`config.mk`:
```
export PLATFORM = sky130hd
export DESIGN_NAME = twin_phase_nco
export DESIGN_NICKNAME = d
export VERILOG_FILES = /design/src/rtl/twin_nco_pkg.sv /design/src/rtl/nco_stride_reg.sv /design/src/rtl/nco_lane_acc.sv /design/src/rtl/nco_phase_mux.sv /design/src/rtl/twin_phase_nco.sv
export SDC_FILE = /design/constraint.sdc
export NUM_CORES = 1
export LEC_CHECK = 0
export ABC_CLOCK_PERIOD_IN_PS = 2000
export BUFFER_PORTS_ARGS = -buffer_cell sky130_fd_sc_hd__buf_4
export CORE_UTILIZATION = 49
export CTS_CLUSTER_SIZE = 8
export DETAILED_ROUTE_END_ITERATION = 8
export PLACE_DENSITY_LB_ADDON = 0.12
export REMOVE_ABC_BUFFERS = 1
export SLEW_MARGIN = 20
export SYNTH_ARGS = -nofsm -noshare
export SYNTH_HDL_FRONTEND = slang
export SYNTH_HIERARCHICAL = 1
export SYNTH_SLANG_ARGS = --single-unit
```
`constraint.sdc`:
```
create_clock -name clk -period 2 [get_ports clk]
set_input_delay 0.4 -clock clk [delete_from_list [all_inputs] [get_ports clk]]
set_output_delay 0.4 -clock clk [all_outputs]
set_load 0.01 [all_outputs]
```
`src/rtl/twin_nco_pkg.sv`:
```
// Package: shared sizing for the interleaved phase accumulator.
// Assumes exactly two lanes; lane index 0 is the low-phase lane.
package twin_nco_pkg;
    localparam int unsigned LANES    = 2;
    localparam int unsigned LANE_LO  = 0;
    localparam int unsigned LANE_HI  = 1;
    localparam int unsigned LANE_IDX = $clog2(LANES);

    typedef logic [LANE_IDX-1:0] lane_t;
endpackage

```
`src/rtl/nco_stride_reg.sv`:
```
// Module: holds the per-edge stride (step times lane count, truncated).
// Assumes load_i is synchronous; the stride only changes on a load or reset.
module nco_stride_reg #(
    parameter int unsigned W     = 16,
    parameter int unsigned LANES = 2
) (
    input  logic         clk,
    input  logic         rst_n,
    input  logic         load_i,
    input  logic [W-1:0] step_i,
    output logic [W-1:0] stride_o
);
    localparam int unsigned PW = W + $clog2(LANES) + 1;

    logic [PW-1:0] product;

    // Purpose: scale the step by the lane count at full width.
    always_comb begin
        product = PW'(step_i) * PW'(LANES);
    end

    // Purpose: capture the truncated stride on a load, clear it on reset.
    always_ff @(posedge clk) begin
        if (!rst_n) begin
            stride_o <= '0;
        end else if (load_i) begin
            stride_o <= product[W-1:0];
        end
    end
endmodule

```
`src/rtl/nco_lane_acc.sv`:
```
// Module: one phase accumulator lane, loaded with a start value or advanced by the stride.
// Assumes start_i is valid in the cycle load_i is high; arithmetic wraps modulo 2^W.
module nco_lane_acc #(
    parameter int unsigned W = 16
) (
    input  logic         clk,
    input  logic         rst_n,
    input  logic         load_i,
    input  logic [W-1:0] start_i,
    input  logic [W-1:0] stride_i,
    output logic [W-1:0] acc_o
);
    logic [W-1:0] acc_next;

    // Purpose: wrapping sum of the lane and its stride, carry discarded.
    always_comb begin
        acc_next = acc_o + stride_i;
    end

    // Purpose: reset, restart from the start value, or advance.
    always_ff @(posedge clk) begin
        if (!rst_n) begin
            acc_o <= '0;
        end else if (load_i) begin
            acc_o <= start_i;
        end else begin
            acc_o <= acc_next;
        end
    end
endmodule

```
`src/rtl/nco_phase_mux.sv`:
```
// Module: shows the low-phase lane bit while the clock is low and the other lane's bit while it is high.
// Assumes a clock with roughly even duty cycle; the selection is purely combinational.
module nco_phase_mux (
    input  logic phase_i,
    input  logic bit_lo_i,
    input  logic bit_hi_i,
    output logic wave_o
);
    // Purpose: choose the lane bit by clock level.
    always_comb begin
        wave_o = phase_i ? bit_hi_i : bit_lo_i;
    end
endmodule

```
`src/rtl/twin_phase_nco.sv`:
```
// Module: two-lane interleaved phase accumulator (top).
// Lane g starts at g*N on a load; all lanes advance by LANES*N per edge.
// Assumes a synchronous active-low reset and a single clock.
module twin_phase_nco
    import twin_nco_pkg::*;
#(
    parameter int unsigned W = 16
) (
    input  logic         clk,
    input  logic         rst_n,
    input  logic [W-1:0] step_i,
    input  logic         load_i,
    output logic [W-1:0] acc_a_o,
    output logic [W-1:0] acc_b_o,
    output logic [1:0]   msb_pair_o,
    output logic         wave_o
);
    localparam int unsigned PW = W + LANE_IDX + 1;

    logic [W-1:0] stride;
    logic [W-1:0] lane_acc   [LANES];
    logic [W-1:0] lane_start [LANES];
    logic [LANES-1:0] lane_msb;

    nco_stride_reg #(.W(W), .LANES(LANES)) u_stride (
        .clk      (clk),
        .rst_n    (rst_n),
        .load_i   (load_i),
        .step_i   (step_i),
        .stride_o (stride)
    );

    for (genvar g = 0; g < LANES; g++) begin : g_lane
        logic [PW-1:0] offs;

        // Purpose: start value of this lane is its index times the step.
        always_comb begin
            offs          = PW'(step_i) * PW'(g);
            lane_start[g] = offs[W-1:0];
        end

        nco_lane_acc #(.W(W)) u_acc (
            .clk      (clk),
            .rst_n    (rst_n),
            .load_i   (load_i),
            .start_i  (lane_start[g]),
            .stride_i (stride),
            .acc_o    (lane_acc[g])
        );

        assign lane_msb[g] = lane_acc[g][W-1];
    end

    nco_phase_mux u_mux (
        .phase_i  (clk),
        .bit_lo_i (lane_msb[LANE_LO]),
        .bit_hi_i (lane_msb[LANE_HI]),
        .wave_o   (wave_o)
    );

    assign acc_a_o    = lane_acc[LANE_LO];
    assign acc_b_o    = lane_acc[LANE_HI];
    assign msb_pair_o = lane_msb;
endmodule

```
==> metrics.md <==
| Metric | Value |
|---|---|
| Status | `finished, violations left` |
| Violated checks | `negative setup slack` |
| CP arrival | `2.37 ns` |
| Hold_sp | `step_i[7]` |
| Clock Skews | `0.00969 ns` |
| Fin. Hold Viols | `0` |
| CP Launch Point | `u_stride/stride_o[4]` |
| Largest net degree at the start of global routing | `28` |
| Sequential fraction of the synthesis area | `0.292` |
| CP Max Fanout | `4` |
| DRC Markers | `0` |
| Largest area contributor in the netlist | `dfxtp_1` |
| Grt ovf | `0` |
| Final HPWL DP | `5.85 mm` |
| Die area | `6910 sq um` |
| Fin crit share | `1.01` |
| DR vias | `2993` |
| Post-Layout Cell Count | `550` |
| Initial DRC count | `106` |
| Worst Path Required | `2.35 ns` |
| RSZ-0062 raised after global routing | `true` |
| PortBufs | `53` |
| Latest clock arrival within the worst-skew pair | `0.41 ns` |
| Syn Std Cell Area | `3230 sq um` |
| GP Congestion | `0.843` |
| Highest metal used | `met4` |
| Ranking of synthesized cells by area | `dfxtp_1, ha_1, mux2i_1, nor2b_1, nand3_1` |
| Initial core utilization | `0.508` |
| Die span in x | `83.2 um` |
| Initial antenna violation count | `0` |
| Main flop type after synthesis | `dfxtp_1` |
| Area delta synth->final | `32.5%` |
| WL met1 | `3.87 mm` |
| Total power | `0.00265 W` |
| Number of global-route vias before repair | `2885` |
| CTS tree | `done` |
| Top Ports | `54` |
| WL met3 | `320 um` |
| Routed Antenna Nets | `0` |
| Die Ht | `83.2 um` |
| Synthesized instance count | `375` |
| PnR worst setup slack | `-0.0208 ns` |
| Layout cell share with drive strength beyond 1 | `0.309` |
| Commonest cells post-synth | `dfxtp_1, ha_1, nand2_1` |
| Hold crit path type | `input port to register` |
| RR Startpoint | `u_stride/stride_o[4]` |
| Post-Route WL | `8.01 mm` |
| Leakage | `1.93 nW` |
| First drt pass iteration count | `4` |
| Type of the worst setup path | `register to register` |
| First-pass GRT wire length | `13.7 mm` |
| Max Slew Vio Count | `0` |
| # setup viols final | `2` |
| Max-cap viol count | `0` |
| Final nets | `523` |
| Synth cell types | `55` |
| WL/cell | `14.6 um` |
| Post-synth ARST share | `0` |
| Worst Setup Start Kind | `register` |
| Max Clk Rate | `0.495 GHz` |
| Row cnt | `29` |
| Minimum clock period | `2.02 ns` |
| Syn_area_per_cell | `8.60 sq um` |
| Power per standard cell area | `619 nW/um^2` |
| WL met2 | `3.71 mm` |
| Synth warnings | `6` |
| Clock slew at reported path FFs | `0.09 ns` |
| Placed cells | `533` |
| CTS Hold Bufs | `0` |
| Area of the core | `6350 sq um` |
| Crit. End Element | `register` |
| VDD IR max | `395 uV` |
| Gr usage total | `0.245` |
| Yosys top cell area share | `0.292` |
| Most common cell in the netlist | `dfxtp_1` |
| Ant. Diodes | `0` |
| Number of synthesized flops with an enable pin | `0` |
| Vias per inst | `5.44` |
| Synthesized flop and latch total | `47` |
==> worst paths after layout <==
check | endpoint | slack (ns) | cells past startpoint
worst min-delay path | g_lane[1].u_acc/acc_o[7] | 0.22 | 3
worst max register to register | g_lane[0].u_acc/acc_o[11] | -0.02 | 7
worst max-delay path | g_lane[0].u_acc/acc_o[11] | -0.02 | 7
worst min register to register | u_stride/stride_o[7] | 0.56 | 2
==> metal layers <==
layer	global-route usage	vias up
met5	0	-
met4	0.0705	0
met3	0.0537	12
met2	0.397	62
met1	0.327	1390
li1	-	1529
==> final cells by class <==
type | instances | area, sq um
Tap cell | 77 | 96.3
Sequential cell | 47 | 952
Clock buffer | 9 | 111
Clock inverter | 2 | 12.5
Inverter | 10 | 37.5
Fill cell | 525 | 2070
Multi-Input combinational cell | 313 | 2370
Timing Repair Buffer | 92 | 694
==> flip-flops by register name (all words and copies together), names as in the netlist <==
| signal | flops |
|---|---|
| g_lane.u_acc/acc_o | 32 |
| u_stride/stride_o | 15 |
==> logic make-up (layout without fill, tap and decap cells) <==
kind of cell    Yosys count  count (layout)  synth area share
flops                    47              47             0.292
mux                      20              20            0.0636
other cells               2              17           0.00233
buf+inv                  30             113            0.0485
fa+ha+maj                32              32             0.129
compound gates           97              97             0.209
xor+xnor                 22              22            0.0597
simple gates            125             125             0.197
==> power breakdown <==
part	switching [W]	internal, W
clock	0.000372	0.000367
combinational	0.000407	0.000415
sequential	0.0000690	0.00101
==> layout by cell type (no fill, tap or decap), types with 10 or more instances in the layout <==
cell	n
ha_1	20
xor2_1	10
conb_1	17
dfxtp_1	38
xnor2_1	12
nor2_1	17
nor2b_1	22
o21ai_0	22
mux2i_1	19
nand3_1	25
and2_1	12
buf_4	91
a21oi_1	16
nand2_1	29
==> metrics by stage <==
stage	TNS [ns]	cell area, sq um	hold slack [ns]	setup slack, ns	utilization
floorplan	-0.194	3160	0.517	-0.158	-
global placement	-0.316	3910	0.549	-0.134	0.615
detailed placement	-0.687	3910	0.552	-0.203	0.615
CTS	-0.0394	4100	0.211	-0.0394	0.646
global route	-0.417	4280	0.215	-0.127	0.673
finish	-0.0286	4280	0.222	-0.0208	0.673
==> critical path: stages (launching register included) <==
cell and delay, ns:
dfxtp_2 0.35, ha_4 0.25, a21o_1 0.19, a31o_1 0.23, o211ai_4 0.25, a21oi_2 0.09, or4b_1 0.52, nand3_1 0.09
==> repair_timing <==
action | 4_1_cts | 5_1_grt
pin swaps | 9 | 24
setup buffers | 1 | 6
gates resized for setup | 15 | 26
gates cloned | 0 | 0
setup endpoints to repair | 16 | 13
Note: power is estimated with default switching activity, not from simulation.
